File: src/rtl/pixcal_pkg.sv
package pixcal_pkg;
  localparam int NCH = 3;
  localparam int SLOT_W = $clog2(NCH);
  typedef logic [SLOT_W-1:0] slot_t;

  // channel following s; restart forces red
  function automatic slot_t slot_advance(slot_t s, logic restart);
    slot_t r;
    if (restart) r = '0;
    else if (s == slot_t'(NCH - 1)) r = '0;
    else r = s + slot_t'(1);
    return r;
  endfunction
endpackage

File: src/rtl/pixcal_fall_cap.sv
module pixcal_fall_cap #(
  parameter int DW = 10
) (
  input  logic          clk,
  input  logic          rst_n,
  input  logic [DW-1:0] bus_in,
  output logic [DW-1:0] off_fall
);
  // offset word taken on the falling edge; consumed at the next rising edge
  always_ff @(negedge clk or negedge rst_n) begin
    if (!rst_n) off_fall <= '0;
    else        off_fall <= bus_in;
  end
endmodule

File: src/rtl/pixcal_seq.sv
module pixcal_seq
  import pixcal_pkg::*;
(
  input  logic  clk,
  input  logic  rst_n,
  input  logic  tri_mode,
  input  logic  pix_strobe,
  output slot_t slot_now,
  output slot_t slot_q,
  output logic  pend_vld,
  output logic  mode_chg
);
  logic mode_q;

  assign mode_chg = (tri_mode != mode_q);
  assign slot_now = slot_advance(slot_q, pix_strobe | mode_chg | ~tri_mode);

  always_ff @(posedge clk or negedge rst_n) begin
    if (!rst_n) begin
      slot_q   <= '0;
      mode_q   <= 1'b1;
      pend_vld <= 1'b0;
    end else begin
      slot_q   <= slot_now;
      mode_q   <= tri_mode;
      pend_vld <= 1'b1;
    end
  end

  AST_STROBE_RED: assert property (@(posedge clk) disable iff (!rst_n)
    pix_strobe |=> slot_q == '0);
  AST_SINGLE_RED: assert property (@(posedge clk) disable iff (!rst_n)
    !tri_mode |=> slot_q == '0);
  AST_MODECHG_RED: assert property (@(posedge clk) disable iff (!rst_n)
    mode_chg |=> slot_q == '0);
  AST_WRAP_RED: assert property (@(posedge clk) disable iff (!rst_n)
    (tri_mode && !pix_strobe && !mode_chg && slot_q == slot_t'(NCH-1)) |=> slot_q == '0);
endmodule

File: src/rtl/pixcal_shadow.sv
module pixcal_shadow
  import pixcal_pkg::*;
#(
  parameter int DW = 10
) (
  input  logic            clk,
  input  logic            rst_n,
  input  logic [DW-1:0]   bus_in,
  input  logic [DW-1:0]   off_fall,
  input  slot_t           slot_now,
  input  slot_t           slot_q,
  input  logic            pend_vld,
  output logic [NCH*DW-1:0] sh_gain,
  output logic [NCH*DW-1:0] sh_off_done
);
  for (genvar c = 0; c < NCH; c++) begin : g_ch
    logic [DW-1:0] gain_reg, off_reg;
    logic          off_hit;

    assign off_hit = pend_vld && (slot_q == slot_t'(c));
    // offset set completed with the word retimed from the falling edge
    assign sh_off_done[c*DW +: DW] = off_hit ? off_fall : off_reg;
    assign sh_gain[c*DW +: DW]     = gain_reg;

    always_ff @(posedge clk or negedge rst_n) begin
      if (!rst_n) begin
        gain_reg <= '0;
        off_reg  <= '0;
      end else begin
        if (slot_now == slot_t'(c)) gain_reg <= bus_in;
        off_reg <= sh_off_done[c*DW +: DW];
      end
    end
  end
endmodule

File: src/rtl/pixcal_commit.sv
module pixcal_commit
  import pixcal_pkg::*;
#(
  parameter int DW = 10
) (
  input  logic              clk,
  input  logic              rst_n,
  input  logic              load,
  input  logic [NCH*DW-1:0] sh_gain,
  input  logic [NCH*DW-1:0] sh_off,
  output logic [NCH*DW-1:0] act_gain,
  output logic [NCH*DW-1:0] act_off
);
  always_ff @(posedge clk or negedge rst_n) begin
    if (!rst_n) begin
      act_gain <= '0;
      act_off  <= '0;
    end else if (load) begin
      act_gain <= sh_gain;
      act_off  <= sh_off;
    end
  end
endmodule

File: src/rtl/pixcal_rx.sv
module pixcal_rx
  import pixcal_pkg::*;
#(
  parameter int DW = 10
) (
  input  logic          clk,
  input  logic          rst_n,
  input  logic          tri_mode,
  input  logic          pix_strobe,
  input  logic          load_en,
  input  logic [DW-1:0] cal_bus,
  output logic [DW-1:0] gain_r,
  output logic [DW-1:0] gain_g,
  output logic [DW-1:0] gain_b,
  output logic [DW-1:0] offs_r,
  output logic [DW-1:0] offs_g,
  output logic [DW-1:0] offs_b
);
  localparam int SETW = NCH * DW;

  logic [DW-1:0]   off_fall;
  slot_t           slot_now, slot_q;
  logic            pend_vld, mode_chg;
  logic [SETW-1:0] sh_gain, sh_off_done, act_gain, act_off;
  logic            commit_evt;

  assign commit_evt = pix_strobe & load_en;

  pixcal_fall_cap #(.DW(DW)) u_fall (
    .clk(clk), .rst_n(rst_n), .bus_in(cal_bus), .off_fall(off_fall));

  pixcal_seq u_seq (
    .clk(clk), .rst_n(rst_n), .tri_mode(tri_mode), .pix_strobe(pix_strobe),
    .slot_now(slot_now), .slot_q(slot_q), .pend_vld(pend_vld), .mode_chg(mode_chg));

  pixcal_shadow #(.DW(DW)) u_shadow (
    .clk(clk), .rst_n(rst_n), .bus_in(cal_bus), .off_fall(off_fall),
    .slot_now(slot_now), .slot_q(slot_q), .pend_vld(pend_vld),
    .sh_gain(sh_gain), .sh_off_done(sh_off_done));

  pixcal_commit #(.DW(DW)) u_commit (
    .clk(clk), .rst_n(rst_n), .load(commit_evt),
    .sh_gain(sh_gain), .sh_off(sh_off_done),
    .act_gain(act_gain), .act_off(act_off));

  assign gain_r = act_gain[0*DW +: DW];
  assign gain_g = act_gain[1*DW +: DW];
  assign gain_b = act_gain[2*DW +: DW];
  assign offs_r = act_off[0*DW +: DW];
  assign offs_g = act_off[1*DW +: DW];
  assign offs_b = act_off[2*DW +: DW];

  AST_HOLD_NO_LOAD: assert property (@(posedge clk) disable iff (!rst_n)
    !commit_evt |=> $stable({gain_r, gain_g, gain_b, offs_r, offs_g, offs_b}));
  AST_LOAD_SHADOW: assert property (@(posedge clk) disable iff (!rst_n)
    commit_evt |=> ({gain_b, gain_g, gain_r} == $past(sh_gain)
                  && {offs_b, offs_g, offs_r} == $past(sh_off_done)));
  AST_HOLD_LOW_EN: assert property (@(posedge clk) disable iff (!rst_n)
    (pix_strobe && !load_en) |=> $stable({gain_r, gain_g, gain_b, offs_r, offs_g, offs_b}));
  always_comb begin
    if (!rst_n) AST_RESET_ZERO: assert (act_gain == '0 && act_off == '0);
  end
endmodule

File: config.mk
export PLATFORM = sky130hd
export DESIGN_NAME = pixcal_rx
export DESIGN_NICKNAME = d
export VERILOG_FILES = /design/src/rtl/pixcal_pkg.sv /design/src/rtl/pixcal_fall_cap.sv /design/src/rtl/pixcal_seq.sv /design/src/rtl/pixcal_shadow.sv /design/src/rtl/pixcal_commit.sv /design/src/rtl/pixcal_rx.sv
export SDC_FILE = /design/constraint.sdc
export NUM_CORES = 1
export LEC_CHECK = 0
export ABC_AREA = 1
export BUFFER_PORTS_ARGS = -buffer_cell sky130_fd_sc_hd__buf_2
export CORE_MARGIN = 2
export CORE_UTILIZATION = 40
export DETAILED_ROUTE_END_ITERATION = 8
export SYNTH_ARGS = -nofsm -noshare
export SYNTH_HDL_FRONTEND = slang
export SYNTH_SLANG_ARGS = --single-unit
File: constraint.sdc
create_clock -name clk -period 1.1 [get_ports clk]
set_input_delay 0.33 -clock clk [delete_from_list [all_inputs] [get_ports clk]]
set_output_delay 0.33 -clock clk [all_outputs]
set_load 0.05 [all_outputs]
; ---- Word-level counts from Yosys, hierarchy flattened
; Index checks and enable logic that the tools add are counted.
[op_classes]
n_addsub = 1
eq_ne = 5
muxes = 5
n_bitwise = 4
reduce_logical = 5
[op_table]
columns = cell, count
row1 = $mux W10, 3
row2 = $eq A2 B1 Y1 const B, 2
row3 = $eq A2 B2 Y1 const B, 2
row4 = $logic_not A2 Y1, 2
row5 = $mux W2, 2
row6 = $logic_and A1 B1 Y1, 3
row7 = $add A2 B1 Y2 const B, 1
row8 = $or A1 B1 Y1, 2
row9 = $and A1 B1 Y1, 1
row10 = $ne A1 B1 Y1, 1
row11 = $not A1 Y1, 1
[word_totals]
ff_bits = 134
in_bits = 15
output_inout_bits = 60
elab_cells = 32

; ---- Logic depth before layout (Yosys ltp)
; Gate-level depths: netlist (run 1).
[depth]
depth_word = 5
depth_mapped = 6
depth_no_buf = 5

; ---- Cells and area by module
; Synthesis (run 1) repeated with hierarchy kept, for this count alone.
[unflattened]
hier_cells = 536
area_unflattened_um2 = 5207.5
[modules_own_cells]
columns = module, instances, cells_per_inst, area_each_um2, seq_area_each_um2
row1 = pixcal_shadow, 1, 256, 2474.9, 1501.4
row2 = pixcal_commit, 1, 254, 2329.7, 1501.4
row3 = pixcal_fall_cap, 1, 10, 250.2, 250.2
row4 = pixcal_seq, 1, 14, 145.1, 101.3
row5 = pixcal_rx, 1, 2, 7.5, 0.0

==> results.txt, run 1 <==
----------------------------------------------------
[Critical path]
  Critical path endpoint category ... flip-flop
  Delay-heaviest family, CP ... simple AND/OR/NAND/NOR gates
  Largest fanout on the critical path ... 3
  Crit path max-delay cell type ... sky130_fd_sc_hd__dfrtn_1
  Worst setup SP type ... flip-flop
  Required arrival time at the worst endpoint ... about 1.4 ns
  Type of the setup path with the least slack ... reg2reg
  Crit path buf inv count ... 1
  Largest stage delay on the critical path ... ~0.34 ns
  Crit-path cells ... inv_2, nand4_1, and2_1
  Worst EP arrival ... roughly 1.7 ns

[Placement]
  Count of input and output buffers ... between 70 and 80
  Placer's final routability congestion estimate ... ~0.82
  Total half-perimeter wirelength after legalization and detailed placement ... 8454 microns

[Drt]
  Via-to-Cell Ratio ... between 4 and 5
  Post-detailed-route DRC marker count ... 0
  Total detailed-routing wirelength ... ~14,000 microns
  Wire per inst ... roughly 15 microns
  Number of violations reported at the end of detailed-routing iteration 0 ... between 200 and 300
  Total number of vias ... about 4,200
  Number of nets still failing antenna checks after routing ... 0
  Number of search-and-repair iterations in the first detailed-routing pass ... 5

[CTS]
  Number of sinks on the clock net ... roughly 130
  Root Driver ... sky130_fd_sc_hd__clkbuf_16
  TritonCTS clock tree ... yes
  Clk_lat worst skew ... approximately 0.42 ns
  H-tree level count ... 4
  Worst-path clk slew ... roughly 0.050 ns
  Number of buffers created by CTS ... 17
  Buffers from clock root to sink, at most ... 2

[Status]
  Failing checks ... negative setup slack
  Status ... finished, violations left

[Timing]
  Final number of max-transition violations ... 0
  Worst setup slack after layout ... -0.3351 ns
  Final setup violating endpoints ... about 150
  Worst Clk Skew ... 0.02482 ns
  Aggregate negative setup slack ... -32.39 ns
  Final hold violation count ... 0
  Unrepaired setup endpoints after global routing ... yes

[Power and ir drop]
  Overall Power ... around 16,000 uW
  Highest ir drop seen on vdd ... around 1.3 mV
  Net switching power ... between 5000 and 6000 uW
  Power density normalized to cell area ... 1978 nW/um^2
  Clock power share ... roughly 34%
  Net switching fraction of the power ... between 30% and 40%
  Relative contribution of sequential cells to total power ... about two fifths
  Leakage component of the power ... around 0.0043 uW
  Pint ... approximately 11,000 uW
  Combinational group share of total power ... between 20% and 30%

[Synth]
  Average instance area after synthesis ... between 9 and 10 sq um
  Adder and majority cell fraction of the synthesized area ... 0%
  Post-synthesis sequential area ratio ... between 60% and 70%
  Biggest area contributors in the synthesized netlist ... sky130_fd_sc_hd__dfrtp_1 (58%), sky130_fd_sc_hd__nand2_1 (14%), sky130_fd_sc_hd__dfrtn_1 (4.7%)
  Simple-gate share of the synthesized area ... about a quarter
  Portion of netlist area occupied by mux cells ... 0%
  Post-synthesis register bit count ... between 100 and 150
  Synthesized instance count ... about 560
  Number of distinct library cell variants in the gate-level netlist after synthesis ... 22
  Number of warning messages in the yosys log ... 0
  Area fraction of the dominant cell type after synthesis ... just under 60%
  Mapped Nets ... about 570
  Main combinational cell family by area after synthesis ... simple AND/OR/NAND/NOR gates
  Post-Synthesis Cell Area ... 5326 sq um
  Xor/xnor cell area share of the yosys netlist ... 0%
  Cell type contributing the most total cell area after synthesis ... sky130_fd_sc_hd__dfrtp_1
  Compound-cell area share of the yosys netlist ... between 5 and 6%

[Floorplan]
  Die Wd ... 119.4 microns
  Die height ... around 120 microns
  Floorplan die area ... roughly 14,000 sq um
  Initial Utilization ... roughly 40%
  Core area ... approximately 13,000 sq um
  Ports ... 75
  Row count ... 42

[Final layout]
  Number of nets in the layout ... 737
  Final antenna diode count ... 0
  Number of fill cells ... 1,010
  Area occupied by multi-input gates ... approximately 2000 sq um
  Ratio of cells with drive above 1 in the final layout ... 43.81%
  Area growth from synthesis to layout ... 54.43%
  Reg area ... about 3400 sq um

[Global routing]
  First-pass GRT wire length ... 22,660 microns
  Grt met3 use ... 5.412%
  Met2 Track Usage GR ... approximately a third
  GR Util met1 ... between 20 and 30%
  Pin count of the biggest net entering global routing ... 47
  GRT Residual Overflow ... 0
  Initial antenna violation count ... 0
  Number of global-route vias before repair ... 4,395
  Highest-utilization routing layer at the global route stage ... met2
  Total GRT Usage ... roughly a fifth

[Job]
  Max-cap violations ... 0

[Hold path]
  Type of the worst min-delay path ... in2reg

----------------------------------------------------
==> kinds of logic (layout without fill, tap and decap cells) <==
logic type,Yosys count,after routing
AND/OR/NAND/NOR,293,293
flip-flops,134,134
buffers and inverters,89,267
AO/OA/AOI/OAI,40,40
other,1,1
==> power by group through the flow <==
stage | clock [uW] | combinational (uW) | sequential (uW)
6_report | 5490 | 4530 | 6250
5_1_grt | 5830 | 4830 | 6330
4_1_cts | 5580 | 4250 | 6240
3_5_place_dp | 0 | 3320 | 6180
3_3_place_gp | 0 | 3290 | 6160
2_1_floorplan | 0 | 1010 | 7530
==> timing repair <==
item	CTS	global route
endpoints found under the hold margin	6	0
resized for setup	213	44
pin swaps	19	17
hold buffers	1	0
cloned	8	0
setup buffers	31	22
endpoints found under the setup margin	151	152
==> metal layers <==
metal | routed length, microns | part of all wire, %
met3 | 643 | 4.6
met1 | 6179 | 44
met2 | 6882 | 49
met5 | 0 | 0
met4 | 334 | 2.4
==> synth_stat cells <==
master                       n
sky130_fd_sc_hd__o21ai_1     8
sky130_fd_sc_hd__nand3_2     2
sky130_fd_sc_hd__nand2_2    12
sky130_fd_sc_hd__o21ai_2    19
sky130_fd_sc_hd__and2_1     30
sky130_fd_sc_hd__clkbuf_1    5
sky130_fd_sc_hd__dfstp_2     1
sky130_fd_sc_hd__conb_1      1
sky130_fd_sc_hd__buf_6       5
sky130_fd_sc_hd__inv_1      63
sky130_fd_sc_hd__o21ai_0    13
sky130_fd_sc_hd__dfrtp_1   123
sky130_fd_sc_hd__nor2_4      1
sky130_fd_sc_hd__nand3_1    40
sky130_fd_sc_hd__dfrtn_1    10
sky130_fd_sc_hd__buf_2      11
sky130_fd_sc_hd__buf_1       2
sky130_fd_sc_hd__buf_4       1
sky130_fd_sc_hd__nor2_2      3
sky130_fd_sc_hd__nand2_1   195
sky130_fd_sc_hd__inv_2       2
sky130_fd_sc_hd__nand4_1    10
==> layout make-up <==
| cell class | instances | area share [%] |
|---|---|---|
| clock inverters | 10 | 1.247 |
| repair buffers | 170 | 21.58 |
| well taps | 176 | 2.677 |
| clock buffers | 22 | 5.765 |
| flip-flops and latches | 134 | 40.78 |
| inverters | 65 | 3.027 |
| multi-input cells | 334 | 24.92 |
==> stage by stage <==
stage               setup WS [ns]  std cells  hold WS [ns]  util [%]  area, sq um
floorplan                 -0.1677        557       0.03441         -         5358
global placement          -0.3496        817        0.2514     46.85         6155
detailed placement        -0.3323        817        0.2508     46.85         6155
CTS                       -0.3311        889       0.01120     60.02         7885
global route              -0.3986        911       0.02641     62.61         8225
finish                    -0.3351        911       0.04233     62.61         8225
==> cell usage in the layout, fill, tap and decap left out, drive strengths merged, types with 10 or more instances in the layout <==
master,n
nand4,10
inv,64
nand3,42
and2,30
nand2,207
dfrtn,10
clkbuf,22
o21ai,40
dfrtp,123
buf,169
==> final timing paths <==
check,startpoint,endpoint,slack [ns],cells after the start
hold reg to reg,u_commit.act_off[25],u_commit.act_off[25],0.50,2
max in group asynchronous,rst_n,u_commit.act_off[12],0.28,2
hold / removal,tri_mode,u_seq.mode_q,0.04,1
setup reg to reg,u_fall.off_fall[4],u_shadow.g_ch[1].off_reg[4],-0.34,3
setup / recovery,u_fall.off_fall[4],u_shadow.g_ch[1].off_reg[4],-0.34,3
min in group asynchronous,rst_n,u_seq.pend_vld,0.07,2
Power figures use the tool's default switching activity.
==> run 2: changes to the inputs <==
--- a/config.mk
+++ b/config.mk
@@ -10,6 +10,7 @@
 export CORE_MARGIN = 2
 export CORE_UTILIZATION = 40
 export DETAILED_ROUTE_END_ITERATION = 8
+export PLACE_DENSITY = 0.69
 export SYNTH_ARGS = -nofsm -noshare
 export SYNTH_HDL_FRONTEND = slang
 export SYNTH_SLANG_ARGS = --single-unit
==> results.txt, run 2 (synthesis results as in run 1) <==
----------------------------------------------------
[Global routing]
  Number of global-route vias before repair ... 4,475 (+1.8%)
  GRT Residual Overflow ... 0 (unchanged)
  Total GRT Usage ... 20.80% (-0.029 points)
  First-pass GRT wire length ... 22,560 microns (-0.42%)
  Pin count of the biggest net entering global routing ... 48 (+2.1%)
  Initial antenna violation count ... 0 (unchanged)

[CTS]
  Root Driver ... sky130_fd_sc_hd__clkbuf_16
  Number of buffers created by CTS ... 17 (unchanged)
  Clk_lat worst skew ... 0.42 ns (about the same)
  Number of sinks on the clock net ... 134 (unchanged)
  TritonCTS clock tree ... yes
  Worst-path clk slew ... 0.05 ns (about the same)
  H-tree level count ... 4 (unchanged)
  Buffers from clock root to sink, at most ... 2 (unchanged)

[Final layout]
  Area growth from synthesis to layout ... 49.47%
  Area occupied by multi-input gates ... 1992 sq um (-2.8%)
  Most common library cell in the layout ignoring fill and taps ... sky130_fd_sc_hd__nand2_1
  Ratio of cells with drive above 1 in the final layout ... 43.47% (-0.34 points)
  Number of fill cells ... 1,046 (+3.6%)
  Most frequent cells in the layout ... sky130_fd_sc_hd__nand2_1 (164), sky130_fd_sc_hd__dfrtp_1 (123), sky130_fd_sc_hd__buf_4 (69)
  Reg area ... 3354 sq um (unchanged)
  Post-layout instance count excluding filler cells ... 903 (-0.88%)
  Number of nets in the layout ... 729 (-1.1%)
  Final Core Density ... 60.60% (-2.0 points)
  Final antenna diode count ... 0 (unchanged)

[Job]
  Max-cap violations ... 0 (unchanged)

[Critical path]
  Source of the critical timing path ... u_fall.off_fall[8]
  Worst EP arrival ... 1.70 ns (-0.04 ns)
  Type of the setup path with the least slack ... reg2reg
  Capture instance of the worst register-to-register path ... u_shadow.g_ch[1].off_reg[8]
  Crit path max-delay cell type ... sky130_fd_sc_hd__dfrtn_1
  Largest fanout on the critical path ... 3 (unchanged)
  Required arrival time at the worst endpoint ... 1.40 ns (about the same)
  Register-to-Register Setup Slack ... -0.30 ns (+0.04 ns)
  Length in cells of the worst reg-to-reg path ... 3 (unchanged)
  Crit-path cells ... inv_2, nand4_1, and2_1
  Delay-heaviest family, CP ... flip-flops
  Worst setup SP type ... flip-flop
  Crit path buf inv count ... 1 (unchanged)
  Critical path endpoint category ... flip-flop
  Largest stage delay on the critical path ... 0.33 ns (about the same)
  Critical path capture point ... u_shadow.g_ch[1].off_reg[8]
  Stages on worst setup path ... 3 (unchanged)
  Crit Reg-Reg Startpoint ... u_fall.off_fall[8]

[Floorplan]
  Die Wd ... 119.4 microns (unchanged)
  Ports ... 75 (unchanged)
  Core area ... 13,140 sq um (unchanged)
  Initial Utilization ... 40.54% (unchanged)
  Row count ... 42 (unchanged)
  Die height ... 119.4 microns (unchanged)
  Floorplan die area ... 14,260 sq um (unchanged)

[Power and ir drop]
  Clock power share ... 32.3% (-1.5 points)
  Power density normalized to cell area ... 1994 nW/um^2 (+0.83%)
  Net switching power ... 5237 uW (+0.87%)
  Highest ir drop seen on vdd ... 1.286 mV (+0.86%)
  Relative contribution of sequential cells to total power ... 39.4% (+1.0 points)
  Overall Power ... 15,880 uW (-2.4%)
  Pint ... 10,640 uW (-3.9%)
  Combinational group share of total power ... 28.3% (+0.5 points)
  Net switching fraction of the power ... 32.98% (+1.1 points)
  Leakage component of the power ... 0.004176 uW (-2.5%)

[Placement]
  Worst slack at placement ... -0.2818 ns (+0.05054 ns)
  Placed Cells ... 820 (+0.37%)
  Count of input and output buffers ... 74 (unchanged)
  Total half-perimeter wirelength after legalization and detailed placement ... 8644 microns (+2.2%)
  Placer's final routability congestion estimate ... 0.8416 (+3.0%)

[Drt]
  Total number of vias ... 4,293 (+1.3%)
  Wire per inst ... 15.82 microns (+2.6%)
  Number of nets still failing antenna checks after routing ... 0 (unchanged)
  Number of violations reported at the end of detailed-routing iteration 0 ... 242 (-6.2%)
  Via-to-Cell Ratio ... 4.754 (+2.2%)
  Post-detailed-route DRC marker count ... 0 (unchanged)
  Total detailed-routing wirelength ... 14,280 microns (+1.7%)
  Number of search-and-repair iterations in the first detailed-routing pass ... 4 (-1)
  Routed met2 length ... 7344 microns (+6.7%)
  Highest signal layer in the routed design ... met4
  Amount of wire on met3 after detailed routing ... 713 microns (+11%)
  Met1 WL ... 6067 microns (-1.8%)

[Status]
  Status ... finished, violations left
  Failing checks ... negative setup slack

[Timing]
  Unrepaired setup endpoints after global routing ... yes
  Worst Clk Skew ... 0.02880 ns (+0.003984 ns)
  Final setup violating endpoints ... 152 (unchanged)
  Worst hold-check slack ... 0.02074 ns (-0.02160 ns)
  Final hold violation count ... 0 (unchanged)
  Worst setup slack after layout ... -0.2972 ns (+0.03790 ns)
  Final number of max-transition violations ... 0 (unchanged)

[Hold path]
  Type of the worst min-delay path ... in2async

----------------------------------------------------
[run 2: how the worst min path moves through the flow]
stage          start                     endpoint  slack (ns)  cells after the start
3_5_place_dp   rst_n  u_shadow.g_ch[2].off_reg[5]        0.24                      1
5_1_grt        rst_n         u_commit.act_off[14]        0.05                      2
6_report       rst_n         u_commit.act_off[14]        0.02                      2
4_1_cts        rst_n  u_shadow.g_ch[1].off_reg[4]        0.02                      2
3_3_place_gp   rst_n  u_shadow.g_ch[2].off_reg[5]        0.24                      1
2_1_floorplan  rst_n         u_commit.act_gain[0]        0.03                      0
[run 2: what timing repair did]
| action | 4_1_cts | 5_1_grt |
|---|---|---|
| cloned | 3 | 4 |
| pin swaps | 29 | 28 |
| gates resized for setup | 182 | 45 |
| hold buffers | 1 | 0 |
| hold endpoints to repair | 6 | 0 |
| endpoints found under the setup margin | 151 | 152 |
| setup buffers | 22 | 21 |
[run 2: per-layer routing]
| layer | GRT usage, % | vias up |
|---|---|---|
| met5 | 0 | - |
| met4 | 7.941 | 0 |
| met3 | 5.987 | 12 |
| met2 | 34.16 | 112 |
| met1 | 26.14 | 2133 |
| li1 | - | 2036 |
[run 2: cell type report]
| type | count | area share [%] |
|---|---|---|
| Timing Repair Buffer | 162 | 20.23 |
| Multi-Input combinational cell | 334 | 25.02 |
| Tap cell | 176 | 2.766 |
| Clock buffer | 24 | 6.176 |
| Inverter | 65 | 3.065 |
| Clock inverter | 8 | 0.6129 |
| Sequential cell | 134 | 42.13 |
[run 2: power groups by stage]
| stage | sequential (uW) | clock (uW) | combinational [uW] |
|---|---|---|---|
| after floorplan | 7530 | 0 | 1010 |
| after global placement | 6160 | 0 | 3280 |
| after detailed placement | 6180 | 0 | 3350 |
| after CTS | 6190 | 5220 | 4170 |
| after global routing | 6330 | 5440 | 4800 |
| final | 6260 | 5130 | 4490 |
[run 2: per-stage QoR]
step / cell area, sq um / TNS (ns)
after global placement: 6165 / -17.65
after floorplan: 5358 / -8.822
after detailed placement: 6165 / -18.66
final: 7961 / -29.79
after CTS: 7526 / -29.06
after global routing: 7961 / -35.30
==> run 3: changes to the inputs <==
--- a/config.mk
+++ b/config.mk
@@ -11,6 +11,7 @@
 export CORE_UTILIZATION = 40
 export DETAILED_ROUTE_END_ITERATION = 8
 export PLACE_DENSITY = 0.69
+export SKIP_CTS_REPAIR_TIMING = 1
 export SYNTH_ARGS = -nofsm -noshare
 export SYNTH_HDL_FRONTEND = slang
 export SYNTH_SLANG_ARGS = --single-unit
==> results.txt, run 3 (synthesis results as in run 1) <==
----------------------------------------------------
[Critical path]
  Largest fanout on the critical path ... 3 (unchanged)
  Required arrival time at the worst endpoint ... 1.40 ns (about the same)
  Crit-path cells ... inv_2, nand4_1, and2_1
  Worst setup SP type ... flip-flop
  Crit path max-delay cell type ... sky130_fd_sc_hd__dfrtn_1
  Worst EP arrival ... 1.68 ns (-0.02 ns)
  Critical path endpoint category ... flip-flop
  Largest stage delay on the critical path ... 0.33 ns (about the same)
  Type of the setup path with the least slack ... reg2reg
  Length in cells of the worst reg-to-reg path ... 3 (unchanged)

[Drt]
  Wire per inst ... 15.70 microns (-0.72%)
  Number of search-and-repair iterations in the first detailed-routing pass ... 4 (unchanged)
  Number of violations reported at the end of detailed-routing iteration 0 ... 241 (-0.41%)
  Via-to-Cell Ratio ... 4.759 (about the same)
  Number of nets still failing antenna checks after routing ... 0 (unchanged)
  Total detailed-routing wirelength ... 13,930 microns (-2.5%)
  Post-detailed-route DRC marker count ... 0 (unchanged)
  Total number of vias ... 4,221 (-1.7%)

[Final layout]
  Ratio of cells with drive above 1 in the final layout ... 39.66% (-3.8 points)
  Most frequent cells in the layout ... sky130_fd_sc_hd__nand2_1 (172), sky130_fd_sc_hd__dfrtp_1 (123), sky130_fd_sc_hd__buf_6 (65)
  Number of nets in the layout ... 713 (-2.2%)
  Cell area after layout ... 7749 sq um (-2.7%)
  Most common library cell in the layout ignoring fill and taps ... sky130_fd_sc_hd__nand2_1
  Post-layout instance count excluding filler cells ... 887 (-1.8%)
  Final antenna diode count ... 0 (unchanged)
  Final Core Density ... 58.98% (-1.6 points)
  Area growth from synthesis to layout ... 45.48%
  Number of fill cells ... 1,076 (+2.9%)

[Timing]
  Final hold violation count ... 0 (unchanged)
  Worst setup slack after layout ... -0.2741 ns (+0.02310 ns)
  Final number of max-transition violations ... 0 (unchanged)
  Unrepaired setup endpoints after global routing ... yes
  Aggregate negative setup slack ... -29.13 ns (+0.6539 ns)
  Worst Clk Skew ... 0.03037 ns (+0.001572 ns)
  Final setup violating endpoints ... 152 (unchanged)

[Power and ir drop]
  Clock power share ... 32.7% (+0.4 points)
  Highest ir drop seen on vdd ... 1.308 mV (+1.7%)
  Pint ... 10,510 uW (-1.2%)
  Net switching fraction of the power ... 33.04% (+0.060 points)
  Leakage component of the power ... 0.004063 uW (-2.7%)
  Net switching power ... 5188 uW (-0.94%)
  Power density normalized to cell area ... 2026 nW/um^2 (+1.6%)
  Relative contribution of sequential cells to total power ... 39.9% (+0.5 points)
  Combinational group share of total power ... 27.5% (-0.8 points)

[Floorplan]
  Row count ... 42 (unchanged)
  Die Wd ... 119.4 microns (unchanged)
  Floorplan die area ... 14,260 sq um (unchanged)
  Ports ... 75 (unchanged)
  Initial Utilization ... 40.54% (unchanged)
  Core area ... 13,140 sq um (unchanged)
  Die height ... 119.4 microns (unchanged)

[Global routing]
  Pin count of the biggest net entering global routing ... 48 (unchanged)
  GRT Residual Overflow ... 0 (unchanged)
  Initial antenna violation count ... 0 (unchanged)
  First-pass GRT wire length ... 20,480 microns (-9.2%)
  Total GRT Usage ... 18.88% (-1.9 points)
  Number of global-route vias before repair ... 4,152 (-7.2%)

[Placement]
  Placed Cells ... 820 (unchanged)
  Total half-perimeter wirelength after legalization and detailed placement ... 8644 microns (unchanged)
  Worst slack at placement ... -0.2818 ns (unchanged)
  Placer's final routability congestion estimate ... 0.8416 (unchanged)
  Count of input and output buffers ... 74 (unchanged)
  Cell Area, Placed ... 6165 sq um (unchanged)

[Job]
  Max-cap violations ... 0 (unchanged)

[CTS]
  Buffers from clock root to sink, at most ... 2 (unchanged)
  H-tree level count ... 4 (unchanged)
  Number of buffers created by CTS ... 17 (unchanged)
  Root Driver ... sky130_fd_sc_hd__clkbuf_16
  TritonCTS clock tree ... yes
  Number of sinks on the clock net ... 134 (unchanged)
  Clk_lat worst skew ... 0.42 ns (about the same)
  Worst-path clk slew ... 0.05 ns (about the same)

[Status]
  Status ... finished, violations left
  Failing checks ... negative setup slack

[Hold path]
  Type of the worst min-delay path ... in2async

----------------------------------------------------
run 3: layer usage:
layer / up-vias / GRT usage (%) / wire length, microns
li1: 1992 / - / -
met3: 28 / 5.556 / 742
met4: 0 / 8.382 / 320
met1: 2072 / 24.76 / 5916
met2: 129 / 29.17 / 6948
met5: - / 0 / 0
run 3: final cells by class:
cell class / count / area, sq um / share of cell area [%]
flip-flops and latches: 134 / 3354 / 43.29
multi-input cells: 334 / 1909 / 24.64
repair buffers: 146 / 1480 / 19.10
clock buffers: 24 / 491.7 / 6.346
inverters: 65 / 244.0 / 3.149
well taps: 176 / 220.2 / 2.842
clock inverters: 8 / 48.80 / 0.6297
run 3: through the flow:
| step | power, uW | hold slack (ns) |
|---|---|---|
| 2_1_floorplan | 8543 | 0.03441 |
| 5_1_grt | 16380 | 0.04328 |
| 3_5_place_dp | 9534 | 0.2432 |
| 6_report | 15700 | 0.02224 |
| 4_1_cts | 14700 | -0.2019 |
| 3_3_place_gp | 9435 | 0.2406 |
run 3: power groups by stage:
stage               sequential [uW]  clock, uW  combinational [uW]
floorplan                      7530          0                1010
global placement               6160          0                3280
detailed placement             6180          0                3350
CTS                            6110       5220                3370
global route                   6330       5450                4600
finish                         6260       5130                4310
run 3: worst max-delay path: cells and delay by family, from the launching register on:
family / cells / cell delay [ns]
and+or+nand+nor: 2 / 0.33
buffers and inverters: 1 / 0.07
DFF: 1 / 0.33
run 3: final timing paths:
| path | start | end | slack [ns] |
|---|---|---|---|
| min in group clk | tri_mode | u_seq.mode_q | 0.15 |
| worst max-delay path | u_fall.off_fall[2] | u_shadow.g_ch[1].off_reg[2] | -0.27 |
| worst min register to register | u_shadow.g_ch[2].gain_reg[9] | u_commit.act_gain[29] | 0.48 |
| max in group asynchronous | rst_n | u_commit.act_off[11] | 0.24 |
| worst max register to register | u_fall.off_fall[2] | u_shadow.g_ch[1].off_reg[2] | -0.27 |
| worst min-delay path | rst_n | u_shadow.g_ch[1].off_reg[0] | 0.02 |
